==> src/rtl/xdm_pkg.sv <==
`timescale 1ns/1ps
package xdm_pkg;
  typedef enum logic [1:0] {
    XM_LOCAL0 = 2'b00,
    XM_LOCAL1 = 2'b01,
    XM_SPLIT  = 2'b10,
    XM_EXT    = 2'b11
  } xmode_e;

  typedef enum logic [1:0] {
    ST_IDLE  = 2'd0,
    ST_LOCAL = 2'd1,
    ST_WAIT  = 2'd2,
    ST_DONE  = 2'd3
  } xstate_e;
endpackage

==> src/rtl/xdm_route_decode.sv <==
`timescale 1ns/1ps
module xdm_route_decode
  import xdm_pkg::*;
#(
  parameter int ADDR_W   = 16,
  parameter int PTR_W    = 8,
  parameter int LOCAL_AW = 12
) (
  input  logic [1:0]              mode,
  input  logic [ADDR_W-PTR_W-1:0] page,
  input  logic                    wide,
  input  logic [PTR_W-1:0]        ptr,
  input  logic [ADDR_W-1:0]       dptr,
  output logic                    go_off,
  output logic                    drive_hi,
  output logic [ADDR_W-1:0]       eff_addr
);
  localparam int PAGE_W = ADDR_W - PTR_W;

  logic [ADDR_W-1:0] narrow_addr;
  logic              above_local;
  xmode_e            mode_e;

  assign mode_e = xmode_e'(mode);

  always_comb begin
    if (mode_e == XM_EXT) narrow_addr = {{PAGE_W{1'b0}}, ptr};
    else                  narrow_addr = {page, ptr};
  end

  assign eff_addr = wide ? dptr : narrow_addr;

  generate
    if (LOCAL_AW < ADDR_W) begin : g_boundary
      assign above_local = |eff_addr[ADDR_W-1:LOCAL_AW];
    end else begin : g_no_boundary
      assign above_local = 1'b0;
    end
  endgenerate

  always_comb begin
    unique case (mode_e)
      XM_EXT:   go_off = 1'b1;
      XM_SPLIT: go_off = above_local;
      default:  go_off = 1'b0;
    endcase
  end

  assign drive_hi = go_off & (wide | (mode_e != XM_EXT));
endmodule

==> src/rtl/xdm_bus_seq.sv <==
`timescale 1ns/1ps
module xdm_bus_seq
  import xdm_pkg::*;
#(
  parameter int ADDR_W      = 16,
  parameter int DATA_W      = 8,
  parameter int WAIT_CYCLES = 3
) (
  input  logic              clk,
  input  logic              rst_n,
  input  logic              req,
  input  logic              we,
  input  logic              go_off,
  input  logic              drive_hi,
  input  logic [ADDR_W-1:0] eff_addr,
  input  logic [DATA_W-1:0] wdata,
  output logic              accept,
  output logic              local_done,
  output logic              ext_done,
  output logic [ADDR_W-1:0] bus_addr,
  output logic              bus_hi_oe,
  output logic              bus_lo_oe,
  output logic              bus_rd,
  output logic              bus_we,
  output logic [DATA_W-1:0] bus_wdata,
  output logic              bus_wdata_oe
);
  localparam int CNT_W  = (WAIT_CYCLES > 1) ? $clog2(WAIT_CYCLES) : 1;
  localparam int PAGE_W = ADDR_W / 2;

  xstate_e state_q, state_d;
  logic    cnt_zero;

  assign accept     = req && (state_q == ST_IDLE);
  assign local_done = (state_q == ST_LOCAL);
  assign ext_done   = (state_q == ST_DONE);

  generate
    if (WAIT_CYCLES > 0) begin : g_wait_cnt
      logic [CNT_W-1:0] cnt_q;
      always_ff @(posedge clk) begin
        if (!rst_n)                                   cnt_q <= '0;
        else if (accept)                              cnt_q <= CNT_W'(WAIT_CYCLES - 1);
        else if (state_q == ST_WAIT && cnt_q != '0)   cnt_q <= cnt_q - 1'b1;
      end
      assign cnt_zero = (cnt_q == '0);

      AST_WAIT_BOUND: assert property (@(posedge clk) disable iff (!rst_n)
        (state_q == ST_WAIT) |-> (int'(cnt_q) < WAIT_CYCLES));
    end else begin : g_no_wait
      assign cnt_zero = 1'b1;
    end
  endgenerate

  always_comb begin
    state_d = state_q;
    unique case (state_q)
      ST_IDLE:  if (accept) state_d = !go_off ? ST_LOCAL :
                                      (WAIT_CYCLES == 0) ? ST_DONE : ST_WAIT;
      ST_WAIT:  if (cnt_zero) state_d = ST_DONE;
      ST_LOCAL: state_d = ST_IDLE;
      ST_DONE:  state_d = ST_IDLE;
      default:  state_d = ST_IDLE;
    endcase
  end

  always_ff @(posedge clk) begin
    if (!rst_n) state_q <= ST_IDLE;
    else        state_q <= state_d;
  end

  always_ff @(posedge clk) begin
    if (!rst_n || state_q == ST_DONE) begin
      bus_addr     <= '0;
      bus_hi_oe    <= 1'b0;
      bus_lo_oe    <= 1'b0;
      bus_rd       <= 1'b0;
      bus_we       <= 1'b0;
      bus_wdata    <= '0;
      bus_wdata_oe <= 1'b0;
    end else if (accept && go_off) begin
      bus_addr     <= drive_hi ? eff_addr
                               : {{PAGE_W{1'b0}}, eff_addr[ADDR_W-PAGE_W-1:0]};
      bus_hi_oe    <= drive_hi;
      bus_lo_oe    <= 1'b1;
      bus_rd       <= !we;
      bus_we       <= we;
      bus_wdata    <= wdata;
      bus_wdata_oe <= we;
    end
  end

  AST_BUS_STABLE: assert property (@(posedge clk) disable iff (!rst_n)
    ((state_q == ST_WAIT || state_q == ST_DONE) && $past(state_q == ST_WAIT))
      |-> ($stable(bus_addr) && $stable(bus_hi_oe) && $stable(bus_wdata) && $stable(bus_we)));

  AST_BUS_QUIET: assert property (@(posedge clk) disable iff (!rst_n)
    (state_q == ST_IDLE || state_q == ST_LOCAL)
      |-> (!bus_hi_oe && !bus_lo_oe && !bus_wdata_oe && !bus_rd && !bus_we));
endmodule

==> src/rtl/xdm_router.sv <==
`timescale 1ns/1ps
module xdm_router
  import xdm_pkg::*;
#(
  parameter int ADDR_W      = 16,
  parameter int PTR_W       = 8,
  parameter int DATA_W      = 8,
  parameter int LOCAL_AW    = 12,
  parameter int WAIT_CYCLES = 3
) (
  input  logic                    clk,
  input  logic                    rst_n,
  input  logic [1:0]              cfg_mode,
  input  logic [ADDR_W-PTR_W-1:0] cfg_page,
  input  logic                    cpu_req,
  output logic                    cpu_ready,
  input  logic                    cpu_we,
  input  logic                    cpu_wide,
  input  logic [PTR_W-1:0]        cpu_ptr,
  input  logic [ADDR_W-1:0]       cpu_dptr,
  input  logic [DATA_W-1:0]       cpu_wdata,
  output logic [DATA_W-1:0]       cpu_rdata,
  output logic                    ram_en,
  output logic                    ram_we,
  output logic [LOCAL_AW-1:0]     ram_addr,
  output logic [DATA_W-1:0]       ram_wdata,
  input  logic [DATA_W-1:0]       ram_rdata,
  output logic [ADDR_W-1:0]       ext_addr,
  output logic                    ext_addr_hi_oe,
  output logic                    ext_addr_lo_oe,
  output logic                    ext_rd,
  output logic                    ext_we,
  output logic [DATA_W-1:0]       ext_wdata,
  output logic                    ext_wdata_oe,
  input  logic [DATA_W-1:0]       ext_rdata
);
  logic              go_off, drive_hi, accept, local_done, ext_done;
  logic [ADDR_W-1:0] eff_addr;

  xdm_route_decode #(
    .ADDR_W(ADDR_W), .PTR_W(PTR_W), .LOCAL_AW(LOCAL_AW)
  ) u_decode (
    .mode(cfg_mode), .page(cfg_page), .wide(cpu_wide), .ptr(cpu_ptr),
    .dptr(cpu_dptr), .go_off(go_off), .drive_hi(drive_hi), .eff_addr(eff_addr)
  );

  xdm_bus_seq #(
    .ADDR_W(ADDR_W), .DATA_W(DATA_W), .WAIT_CYCLES(WAIT_CYCLES)
  ) u_seq (
    .clk(clk), .rst_n(rst_n), .req(cpu_req), .we(cpu_we), .go_off(go_off),
    .drive_hi(drive_hi), .eff_addr(eff_addr), .wdata(cpu_wdata),
    .accept(accept), .local_done(local_done), .ext_done(ext_done),
    .bus_addr(ext_addr), .bus_hi_oe(ext_addr_hi_oe), .bus_lo_oe(ext_addr_lo_oe),
    .bus_rd(ext_rd), .bus_we(ext_we), .bus_wdata(ext_wdata),
    .bus_wdata_oe(ext_wdata_oe)
  );

  assign ram_en    = accept && !go_off;
  assign ram_we    = ram_en && cpu_we;
  assign ram_addr  = eff_addr[LOCAL_AW-1:0];
  assign ram_wdata = cpu_wdata;

  assign cpu_ready = local_done || ext_done;
  assign cpu_rdata = ext_done ? ext_rdata : ram_rdata;

  AST_NO_RAM_EXT: assert property (@(posedge clk) disable iff (!rst_n)
    ram_en |-> (cfg_mode != 2'b11));

  AST_HI_NEEDS_LO: assert property (@(posedge clk) disable iff (!rst_n)
    ext_addr_hi_oe |-> ext_addr_lo_oe);

  AST_READY_PULSE: assert property (@(posedge clk) disable iff (!rst_n)
    cpu_ready |=> !cpu_ready);

  AST_NO_RAM_IN_READY: assert property (@(posedge clk) disable iff (!rst_n)
    cpu_ready |-> !ram_en);
endmodule

==> config.mk <==
export PLATFORM = sky130hd
export DESIGN_NAME = xdm_router
export DESIGN_NICKNAME = d
export VERILOG_FILES = /design/src/rtl/xdm_pkg.sv /design/src/rtl/xdm_route_decode.sv /design/src/rtl/xdm_bus_seq.sv /design/src/rtl/xdm_router.sv
export SDC_FILE = /design/constraint.sdc
export NUM_CORES = 1
export LEC_CHECK = 0
export CORE_ASPECT_RATIO = 1.75
export CORE_MARGIN = 5
export CORE_UTILIZATION = 39
export CTS_BUF_LIST = sky130_fd_sc_hd__clkbuf_2 sky130_fd_sc_hd__clkbuf_4 sky130_fd_sc_hd__clkbuf_8
export CTS_CLUSTER_SIZE = 12
export DETAILED_ROUTE_END_ITERATION = 16
export PLACE_DENSITY = 0.84
export SETUP_SLACK_MARGIN = 0.2
export SYNTH_ARGS = -nofsm -noshare
export SYNTH_HDL_FRONTEND = slang
export SYNTH_SLANG_ARGS = --single-unit
==> constraint.sdc <==
create_clock -name clk -period 3.3 [get_ports clk]
set_input_delay 0.495 -clock clk [delete_from_list [all_inputs] [get_ports clk]]
set_output_delay 0.495 -clock clk [all_outputs]
set_load 0.01 [all_outputs]
# --- Word-level counts from Yosys, hierarchy flattened ---
# Index checks and enable logic that the tools add are counted.
# Widths: inputs -> output; s select.
totals:
  regBits: 32
  in_bits: 63
  output_inout_bits: 60
  wordCells: 50
op_classes:
  add_sub_neg: 1
  eq_ne: 8
  mux: 11
  bitwise_logic: 3
  reduce_logical: 18
ops:
  columns: ["op", "count"]
  rows:
  - ["$mux 16", 3]
  - ["$mux 2", 5]
  - ["$eq 2x2->1 const B", 4]
  - ["$mux 8", 1]
  - ["$pmux 2 s3", 1]
  - ["$logic_and 1x1->1", 5]
  - ["$logic_not 2->1", 2]
  - ["$ne 2x2->1 const B", 2]
  - ["$reduce_bool 2->1", 2]
  - ["$reduce_or 2->1", 2]
  - ["$reduce_or 4->1", 1]
  - ["$logic_not 1->1", 3]
  - ["$eq 2x1->1 const B", 1]
  - ["$logic_or 1x1->1", 2]
  - ["$ne 2x1->1 const B", 1]
  - ["$pmux 1 s2", 1]
  - ["$reduce_and 2->1", 1]
  - ["$sub 2x1->2 const B", 1]
  - ["$and 1x1->1", 1]
  - ["$not 1->1", 1]
  - ["$or 1x1->1", 1]

# --- Longest topological paths before layout ---
# Gate-level depths: netlist of the first run.
depth:
  word_depth: 8
  depth_mapped: 7
  ltp_nobuf: 5

# --- By module ---
# A second synthesis of the first run with hierarchy kept.
hier_totals:
  hier_cells: 217
  hier_area_um2: 1750.4
by_module_without_submodules:
  columns: ["mod", "instances", "cells_each", "area_per_inst_um2", "seq_area_each_um2"]
  rows:
  - ["xdm_bus_seq", 1, 153, 1253.7, 640.6]
  - ["xdm_route_decode", 1, 44, 284.0, 0.0]
  - ["xdm_router", 1, 20, 212.7, 0.0]

# --- Worst setup path before layout of the first run ---
# OpenSTA, ideal clock, no wires.
synth_path:
  path_type: "input to output"
  startpoint: "input port cpu_wide"
  endpoint: "output port ram_we"
  arrival_ns: 1.883
  t_required_ns: 2.805
  path_slack_ns: 0.922
  cell_stages: 4
  n_path_buf: 0
  path_cell_list: "mux2_4 -> or4b_4 -> o31a_1 -> nor3b_1"
synth_via:
  elab_chain_cells: 6
synth_rtl:
  columns: ["element", "line", "text"]
  rows:
  - ["start: declaration", "xdm_router.sv:18", "input logic cpu_wide,"]
  - ["$mux 16", "xdm_route_decode.sv:31", "assign eff_addr = wide ? dptr : narrow_addr;"]
  - ["$reduce_or 4->1", "xdm_route_decode.sv:35", "assign above_local = |eff_addr[ADDR_W-1:LOCAL_AW];"]
  - ["$pmux 1 s2", "xdm_route_decode.sv:42", "unique case (mode_e)"]
  - ["$logic_not 1->1", null, null]
  - ["$logic_and 1x1->1", "xdm_router.sv:58", "assign ram_en = accept && !go_off;"]
  - ["$logic_and 1x1->1", "xdm_router.sv:59", "assign ram_we = ram_en && cpu_we;"]
  - ["end: declaration", "xdm_router.sv:24", "output logic ram_we,"]
# Every way passes these cells.

# --- Worst setup path in the final report of the first run ---
layout_path:
  startpoint: "input port cpu_wide"
  endpoint: "output port ram_en"
layout_via:
  elab_chain_cells: 5
layout_rtl:
  columns: ["element", "line", "text"]
  rows:
  - ["$mux 16", "xdm_route_decode.sv:31", null]
  - ["$reduce_or 4->1", "xdm_route_decode.sv:35", null]
  - ["$pmux 1 s2", "xdm_route_decode.sv:42", null]
  - ["$logic_not 1->1", null, null]
  - ["$logic_and 1x1->1", "xdm_router.sv:58", null]
  - ["end: declaration", "xdm_router.sv:23", "output logic ram_en,"]
# Every way passes these cells.

==> impl_summary.txt, run 1 <==
----------------------------------------------------
[Status]
  Result of the run ... finished clean

[Worst setup path]
  Startpoint type of the worst setup path ... input port
  Worst path cell trace ... clkdlybuf4s50_1 > mux2_4 > or4b_4 > o31a_1 > nor2_1 > dlygate4sd2_1
  Cell with the largest stage delay on the worst path ... sky130_fd_sc_hd__clkdlybuf4s50_1
  Dominant delay contributor by cell family on the critical path ... buffers and inverters
  Slowest Stage Delay on Critical Path ... 530 ps
  Maximum fanout along the worst path ... 3
  Critical Setup Path Class ... input port to output port
  Critical path capture point type ... output port
  Worst path buffer plus inverter count ... 2
  Required time at the worst-slack endpoint ... 2800 ps
  Critical path data arrival time ... 2510 ps

[STA]
  Max Clk Rate ... 333 MHz
  Final critical-path required period ... 3010 ps
  Slew at the pin closest to its max-slew limit ... 788 ps
  Final hold violation count ... 0
  Final setup skew ... 3.99 ps
  Max Slew Vio Count ... 0
  Total Neg Setup Slack ... 0 ps
  Fin crit share ... 91.1%
  Final setup fails ... 0
  Relative max-transition margin ... 47.5%
  RSZ-0062 raised after global routing ... false
  Setup ws final ... 293 ps

[Synthesis]
  Cells after Synth ... 205
  Post-synthesis average cell area ... 8.70 µm²
  Number of distinct library cells after synthesis ... 34
  Netlist area before placement ... 1780 µm²
  Number of warning messages in the yosys log ... 0
  Main area contributors after synthesis ... sky130_fd_sc_hd__dfxtp_1 (36%), sky130_fd_sc_hd__mux2i_1 (14%), sky130_fd_sc_hd__nand2_1 (12%)
  Seq/Total Area, Yosys ... 35.9%
  Cell type with the largest total area after synthesis ... sky130_fd_sc_hd__dfxtp_1
  Synth Net Count ... 269
  Share of the synthesized area in the top cell type ... 35.9%
  Flip-flop and latch count after synthesis ... 32

[Floorplan]
  DIE AREA ... 6080 µm²
  Starting utilization of the core area ... 40.5%
  Die W ... 61.1 µm
  Vertical extent of the die ... 99.4 µm
  # rows ... 32
  Core Area ... 4400 µm²
  I/O pin total ... 123

[Clock tree]
  Clock latency of the later-clocked register in the worst-skew pair ... 280 ps
  Buffer type at the clock tree root ... sky130_fd_sc_hd__clkbuf_8
  Hold Buf Count CTS ... 0
  Clock edge transition at the registers on the reported setup and hold paths ... 60 ps
  Post CTS Setup Buffer Count ... 0
  Number of H-tree levels ... 2
  TritonCTS clock tree ... yes
  CTS Buf Count ... 5
  Clk sinks ... 32
  Maximum clock path buffer count ... 2

[Pwr]
  Clock power frac ... 29.1%
  Combinational share of power ... 30.6%
  Leak ... 0.00119 µW
  Pwr per Cell Area ... 345 nW/µm²
  Power share of the sequential group ... 40.3%
  Proportion of total power due to net switching ... 27.1%
  Internal cell power ... 774 µW
  Peak VDD IR ... 315 µV
  Power consumption ... 1060 µW
  Net load switching power ... 287 µW

[Place]
  Final weighted congestion in routability-driven placement ... 0.820
  Post-place setup slack ... -94.7 ps
  Detailed Place HPWL ... 4.69 mm
  Instance area after placement ... 2990 µm²
  Port Buffers ... 122

[Global routing]
  Number of antenna violations at the first check in global routing ... 0
  Overall track demand over capacity in global routing ... 19.1%
  Number of global-route vias before repair ... 1922
  Wire length of the first global-routing pass ... 8.74 mm
  Pin count of the biggest net entering global routing ... 48
  Overflow left after global routing ... 0

[Route]
  Per-cell routed wire length ... 15.4 µm
  Total wirelength of the detailed-routed design ... 5.68 mm
  Detailed Route Iter0 Violations ... 24
  Post-DRT Antenna Nets ... 0
  Via count ... 1834
  TritonRoute pass-1 iters ... 4
  Avg Vias per Cell ... 4.96
  Drc violations ... 0

[Final layout]
  Antenna fix cells ... 0
  Fraction of the core area covered by cells at the end of the flow ... 69.9%
  Nets ... 382
  Area added between synthesis and finish ... 72.6%
  Final std cell area, no fill ... 3080 µm²
  Layout cells sized above 1 ... 8.15%

[Min path]
  Worst min-delay path category ... flop to flop

[Run]
  Maxcap violations ... 0

----------------------------------------------------
## layout make-up
cell class / instances / area, µm²
inverters: 4 / 15.0
fillers: 362 / 1330
well taps: 51 / 63.8
repair buffers: 128 / 1260
multi-input cells: 147 / 1000
flip-flops and latches: 32 / 641
clock inverters: 2 / 10.0
clock buffers: 6 / 82.6
## tightest hold or removal path, stage by stage, from the launching register on
cell and delay [ps]:
sky130_fd_sc_hd__dfxtp_1 310, sky130_fd_sc_hd__nand2_1 50, sky130_fd_sc_hd__mux2i_1 50
## timing repair
action	CTS	global route
resized for setup	2	3
setup endpoints to repair	2	1
pin swaps	0	0
## cells by family after synthesis
logic type / count (synthesis) / synth area share (%)
flip-flops: 32 / 35.9
AO/OA/AOI/OAI: 24 / 9.75
adder cells (fa/ha/maj): 1 / 0.702
buffers and inverters: 26 / 8.70
multiplexers: 42 / 25.0
AND/OR/NAND/NOR: 80 / 19.9
## power by group through the flow
stage / combinational [µW] / clock (µW) / sequential, µW
final: 324 / 309 / 428
after global routing: 350 / 338 / 431
after CTS: 328 / 319 / 428
after detailed placement: 328 / 0 / 436
after global placement: 323 / 0 / 434
after floorplan: 143 / 0 / 438
## through the flow
step                std cells  hold WS, ps
CTS                       370          458
floorplan                 205          473
detailed placement        362          447
global placement          362          438
finish                    370          453
global route              370          474
## synth_stat cells (all sizes together)
cell,n
nor2,5
nand3b,1
a21boi,3
nor3b,1
nand3,3
o31a,2
clkbuf,7
mux2i,25
a31o,6
inv,4
and2,8
nor3,1
nor2b,2
buf,15
dfxtp,32
o21ai,7
o31ai,1
or4b,1
mux2,17
nand2b,2
o21a,1
a21oi,1
a22o,3
and3,1
nand2,55
ha,1
## routing by layer
layer	up-vias	GRT usage (%)	wire length [µm]
li1	910	-	-
met1	830	17.2	1770
met2	77	35.6	3180
met3	17	4.81	485
met4	0	11.0	245
met5	-	0	0
## layout by cell type (no fill, tap or decap), types with 2 or more instances in the layout
cell type	n
sky130_fd_sc_hd__a21boi_1	2
sky130_fd_sc_hd__a22o_1	3
sky130_fd_sc_hd__a31o_1	4
sky130_fd_sc_hd__a31o_2	2
sky130_fd_sc_hd__and2_1	8
sky130_fd_sc_hd__buf_4	6
sky130_fd_sc_hd__clkbuf_8	6
sky130_fd_sc_hd__clkdlybuf4s50_1	120
sky130_fd_sc_hd__clkinv_2	2
sky130_fd_sc_hd__dfxtp_1	32
sky130_fd_sc_hd__inv_1	3
sky130_fd_sc_hd__mux2_1	13
sky130_fd_sc_hd__mux2_2	3
sky130_fd_sc_hd__mux2i_1	25
sky130_fd_sc_hd__nand2_1	55
sky130_fd_sc_hd__nand2b_1	2
sky130_fd_sc_hd__nand3_1	3
sky130_fd_sc_hd__nor2_1	5
sky130_fd_sc_hd__nor2b_1	2
sky130_fd_sc_hd__o21ai_0	4
sky130_fd_sc_hd__o21ai_1	3
## path summary, 6_finish.rpt
kind	startpoint	end	slack [ps]	depth (start not counted)
setup / recovery	cpu_wide	ram_en	290	6
hold / removal	u_seq.bus_wdata[6]$_SDFFE_PP0P_	u_seq.bus_wdata[6]$_SDFFE_PP0P_	450	2
setup reg to reg	u_seq.state_q[1]$_SDFFE_PN0P_	u_seq.bus_addr[5]$_SDFFE_PP0P_	1390	4
hold reg to reg	u_seq.bus_wdata[6]$_SDFFE_PP0P_	u_seq.bus_wdata[6]$_SDFFE_PP0P_	450	2
## registers in the layout (all words and copies together), names as in the netlist
register and flops:
u_seq.bus_addr 16, u_seq.bus_hi_oe 1, u_seq.bus_lo_oe 1, u_seq.bus_rd 1, u_seq.bus_wdata 8, u_seq.bus_wdata_oe 1
u_seq.g_wait_cnt.cnt_q 2, u_seq.state_q 2
No activity file was read; power rests on OpenSTA's default activity.
==> inputs of run 2 (changes only) <==
CORE_MARGIN = 1   (was 5)
RECOVER_POWER = 25   (was not set)
SKIP_LAST_GASP = 1   (was not set)
==> run 2 against run 1 <==
Worst setup slack better by 16 ps. First-iteration DRC count up 17%. Clock skew up 1.6 ps. Critical path depth unchanged. Wire length down 8.4%. Sequential cell count unchanged. Register-to-register slack better by 30 ps. Combinational power down 1%. Clock-buffer cell count down 1. Power up 6.0%. Sequential power about the same. Non-clock buffer count up 1. Critical endpoint unchanged. Largest cell class unchanged. Largest power group unchanged.
==> impl_summary.txt, run 2 (synthesis results as in run 1) <==
----------------------------------------------------
[Status]
  Result of the run ... finished clean

[Worst setup path]
  Worst setup path endpoint ... ram_en
  Critical path data arrival time ... 2500 ps (about the same)
  Reg2reg setup slack ... 1420 ps (+30 ps)
  Critical Setup Path Class ... input port to output port
  Required time at the worst-slack endpoint ... 2800 ps (about the same)
  Worst path cell trace ... clkdlybuf4s50_1 > mux2_4 > or4b_4 > o31a_1 > nor2_1 > dlygate4sd2_1
  Startpoint type of the worst setup path ... input port
  Slowest Stage Delay on Critical Path ... 520 ps (about the same)
  Critical path capture point type ... output port
  Worst reg2reg endpoint ... u_seq.bus_addr[5]$_SDFFE_PP0P_
  Worst-case reg-to-reg path depth ... 4 (unchanged)
  Startpoint of the worst-slack reg-to-reg timing path ... u_seq.state_q[1]$_SDFFE_PN0P_
  Timing startpoint of the critical path ... cpu_wide
  Maximum fanout along the worst path ... 3 (unchanged)
  Cell with the largest stage delay on the worst path ... sky130_fd_sc_hd__clkdlybuf4s50_1

[Clock tree]
  Hold Buf Count CTS ... 0 (unchanged)
  Buffer type at the clock tree root ... sky130_fd_sc_hd__clkbuf_8
  CTS Buf Count ... 5 (unchanged)
  Maximum clock path buffer count ... 2 (unchanged)
  Clock edge transition at the registers on the reported setup and hold paths ... 70 ps (about the same)
  Post-cts sizing count ... 2 (unchanged)
  Clk sinks ... 32 (unchanged)
  Post CTS Setup Buffer Count ... 0 (unchanged)
  Clock latency of the later-clocked register in the worst-skew pair ... 290 ps (about the same)
  TritonCTS clock tree ... yes
  Number of H-tree levels ... 2 (unchanged)

[Route]
  Avg Vias per Cell ... 4.97 (+0.22%)
  Detailed Route Iter0 Violations ... 28 (+17%)
  Post-DRT Antenna Nets ... 0 (unchanged)
  TritonRoute pass-1 iters ... 4 (unchanged)
  Total wirelength of the detailed-routed design ... 5.21 mm (-8.4%)
  Via count ... 1843 (+0.49%)
  Drc violations ... 0 (unchanged)
  Per-cell routed wire length ... 14.0 µm (-8.6%)

[STA]
  RSZ-0062 raised after global routing ... false
  Slew at the pin closest to its max-slew limit ... 794 ps (+5.53 ps)
  Final setup fails ... 0 (unchanged)
  Final setup skew ... 5.58 ps (+1.58 ps)
  Fin crit share ... 90.6% (-0.49 points)
  Max Clk Rate ... 334 MHz (+0.54%)
  Max Slew Vio Count ... 0 (unchanged)
  Total Neg Setup Slack ... 0 ps (unchanged)
  Final critical-path required period ... 2990 ps (-16.2 ps)
  Relative max-transition margin ... 47.1% (-0.37 points)
  Final hold violation count ... 0 (unchanged)

[Run]
  Maxcap violations ... 0 (unchanged)

[Final layout]
  Area added between synthesis and finish ... 73.8%
  Flip-flop count of the largest register after layout ... 16 (unchanged)
  Most used cells in the layout excluding fill and tap cells ... sky130_fd_sc_hd__clkdlybuf4s50_1 (98), sky130_fd_sc_hd__nand2_1 (55), sky130_fd_sc_hd__dfxtp_1 (32)
  Layout cells sized above 1 ... 8.13% (-0.025 points)
  Leading cell type in the layout, fill and taps excluded ... sky130_fd_sc_hd__clkdlybuf4s50_1
  Nets ... 383 (+0.26%)
  Register bank with the most flops ... u_seq.bus_addr
  Final std cell area, no fill ... 3100 µm² (+0.69%)
  Antenna fix cells ... 0 (unchanged)
  Registers with the most flip-flops ... u_seq.bus_addr x16, u_seq.bus_wdata x8
  Layout filler cell count ... 378 (+4.4%)

[Floorplan]
  Starting utilization of the core area ... 40.5% (unchanged)
  Vertical extent of the die ... 91.4 µm (-8.0%)
  Die W ... 53.1 µm (-13%)
  # rows ... 32 (unchanged)
  DIE AREA ... 4860 µm² (-20%)
  I/O pin total ... 123 (unchanged)
  Core Area ... 4400 µm² (unchanged)

[Global routing]
  Number of global-route vias before repair ... 1828 (-4.9%)
  Wire length of the first global-routing pass ... 7.97 mm (-8.8%)
  Number of antenna violations at the first check in global routing ... 0 (unchanged)
  Pin count of the biggest net entering global routing ... 48 (unchanged)
  Overall track demand over capacity in global routing ... 22.8% (+3.7 points)
  Overflow left after global routing ... 0 (unchanged)

[Pwr]
  Pwr per Cell Area ... 363 nW/µm² (+5.3%)
  Leak ... 0.00126 µW (+6.1%)
  Peak VDD IR ... 355 µV (+13%)

[Place]
  Final weighted congestion in routability-driven placement ... 0.870 (+6.1%)
  Port Buffers ... 122 (unchanged)
  Detailed Place HPWL ... 4.13 mm (-12%)
  Instance area after placement ... 2990 µm² (+0.25%)

[Min path]
  Worst min-delay path category ... flop to flop

----------------------------------------------------
## run 2: changes by cell type in the layout (fill, tap and decap cells not counted), sizes merged
cell | before | now
clkbuf | 7 | 6
buf | 6 | 7
clkdlybuf4s50 | 120 | 98
bufinv | 0 | 1
clkinvlp | 0 | 1
dlygate4sd3 | 0 | 22
clkinv | 2 | 1
## run 2: worst min path at each step
stage | start | slack, ps | cells after the start | to
CTS | u_seq.bus_addr[15]$_SDFFE_PP0P_ | 460 | 2 | u_seq.bus_addr[15]$_SDFFE_PP0P_
floorplan | u_seq.bus_addr[13]$_SDFFE_PP0P_ | 470 | 2 | u_seq.bus_addr[13]$_SDFFE_PP0P_
global placement | u_seq.bus_addr[15]$_SDFFE_PP0P_ | 440 | 2 | u_seq.bus_addr[15]$_SDFFE_PP0P_
detailed placement | u_seq.bus_addr[15]$_SDFFE_PP0P_ | 450 | 2 | u_seq.bus_addr[15]$_SDFFE_PP0P_
finish | u_seq.bus_addr[15]$_SDFFE_PP0P_ | 450 | 2 | u_seq.bus_addr[15]$_SDFFE_PP0P_
global route | u_seq.bus_addr[13]$_SDFFE_PP0P_ | 470 | 2 | u_seq.bus_addr[13]$_SDFFE_PP0P_
## run 2: layer usage
| layer | up-vias | routed length, µm | part of all wire (%) | global-route usage [%] |
|---|---|---|---|---|
| met1 | 837 | 1800 | 35 | 20.3 |
| met3 | 16 | 354 | 6.8 | 6.37 |
| met4 | 0 | 208 | 4.0 | 12.3 |
| li1 | 916 | - | - | - |
| met2 | 74 | 2850 | 55 | 42.6 |
| met5 | - | 0 | 0 | 0 |
## run 2: metrics by stage
stage	power, µW	hold WS, ps	setup WS (ps)	std cells	utilization, %
floorplan	581	473	922	205	-
global placement	756	438	-58.5	363	68.0
detailed placement	764	447	-77.0	363	68.0
CTS	1140	459	203	371	70.4
global route	1170	473	223	371	70.3
finish	1130	451	309	371	70.3
## run 2: worst max-delay path, delay by kind of cell
kind,cells,cell delay (ps)
multiplexers,1,310
AO/OA/AOI/OAI,1,290
AND/OR/NAND/NOR,2,610
buffers and inverters,2,790
## run 2: power by group
part	leakage (µW)	internal (µW)	switching [µW]
clock network	0.0000541	223	157
logic	0.000945	193	127
registers	0.000261	410	15.6
total	0.00126	826	299
## run 2: layout make-up
| class | instances | area [µm²] | share of cell area [%] |
|---|---|---|---|
| clock buffer | 5 | 68.8 | 2.22 |
| clock inverter | 3 | 42.5 | 1.37 |
| inverter | 4 | 15.0 | 0.485 |
| multi-input combinational | 147 | 1000 | 32.3 |
| sequential | 32 | 641 | 20.7 |
| tap | 51 | 63.8 | 2.06 |
| timing repair buffer | 129 | 1270 | 40.9 |
==> inputs of run 3 (changes only) <==
CTS_CLUSTER_DIAMETER = 40   (was not set)
SLEW_MARGIN = 15   (was not set)
==> results of run 3 <==
Same layout as run 2: the final DEF is identical, and so are final timing and power.
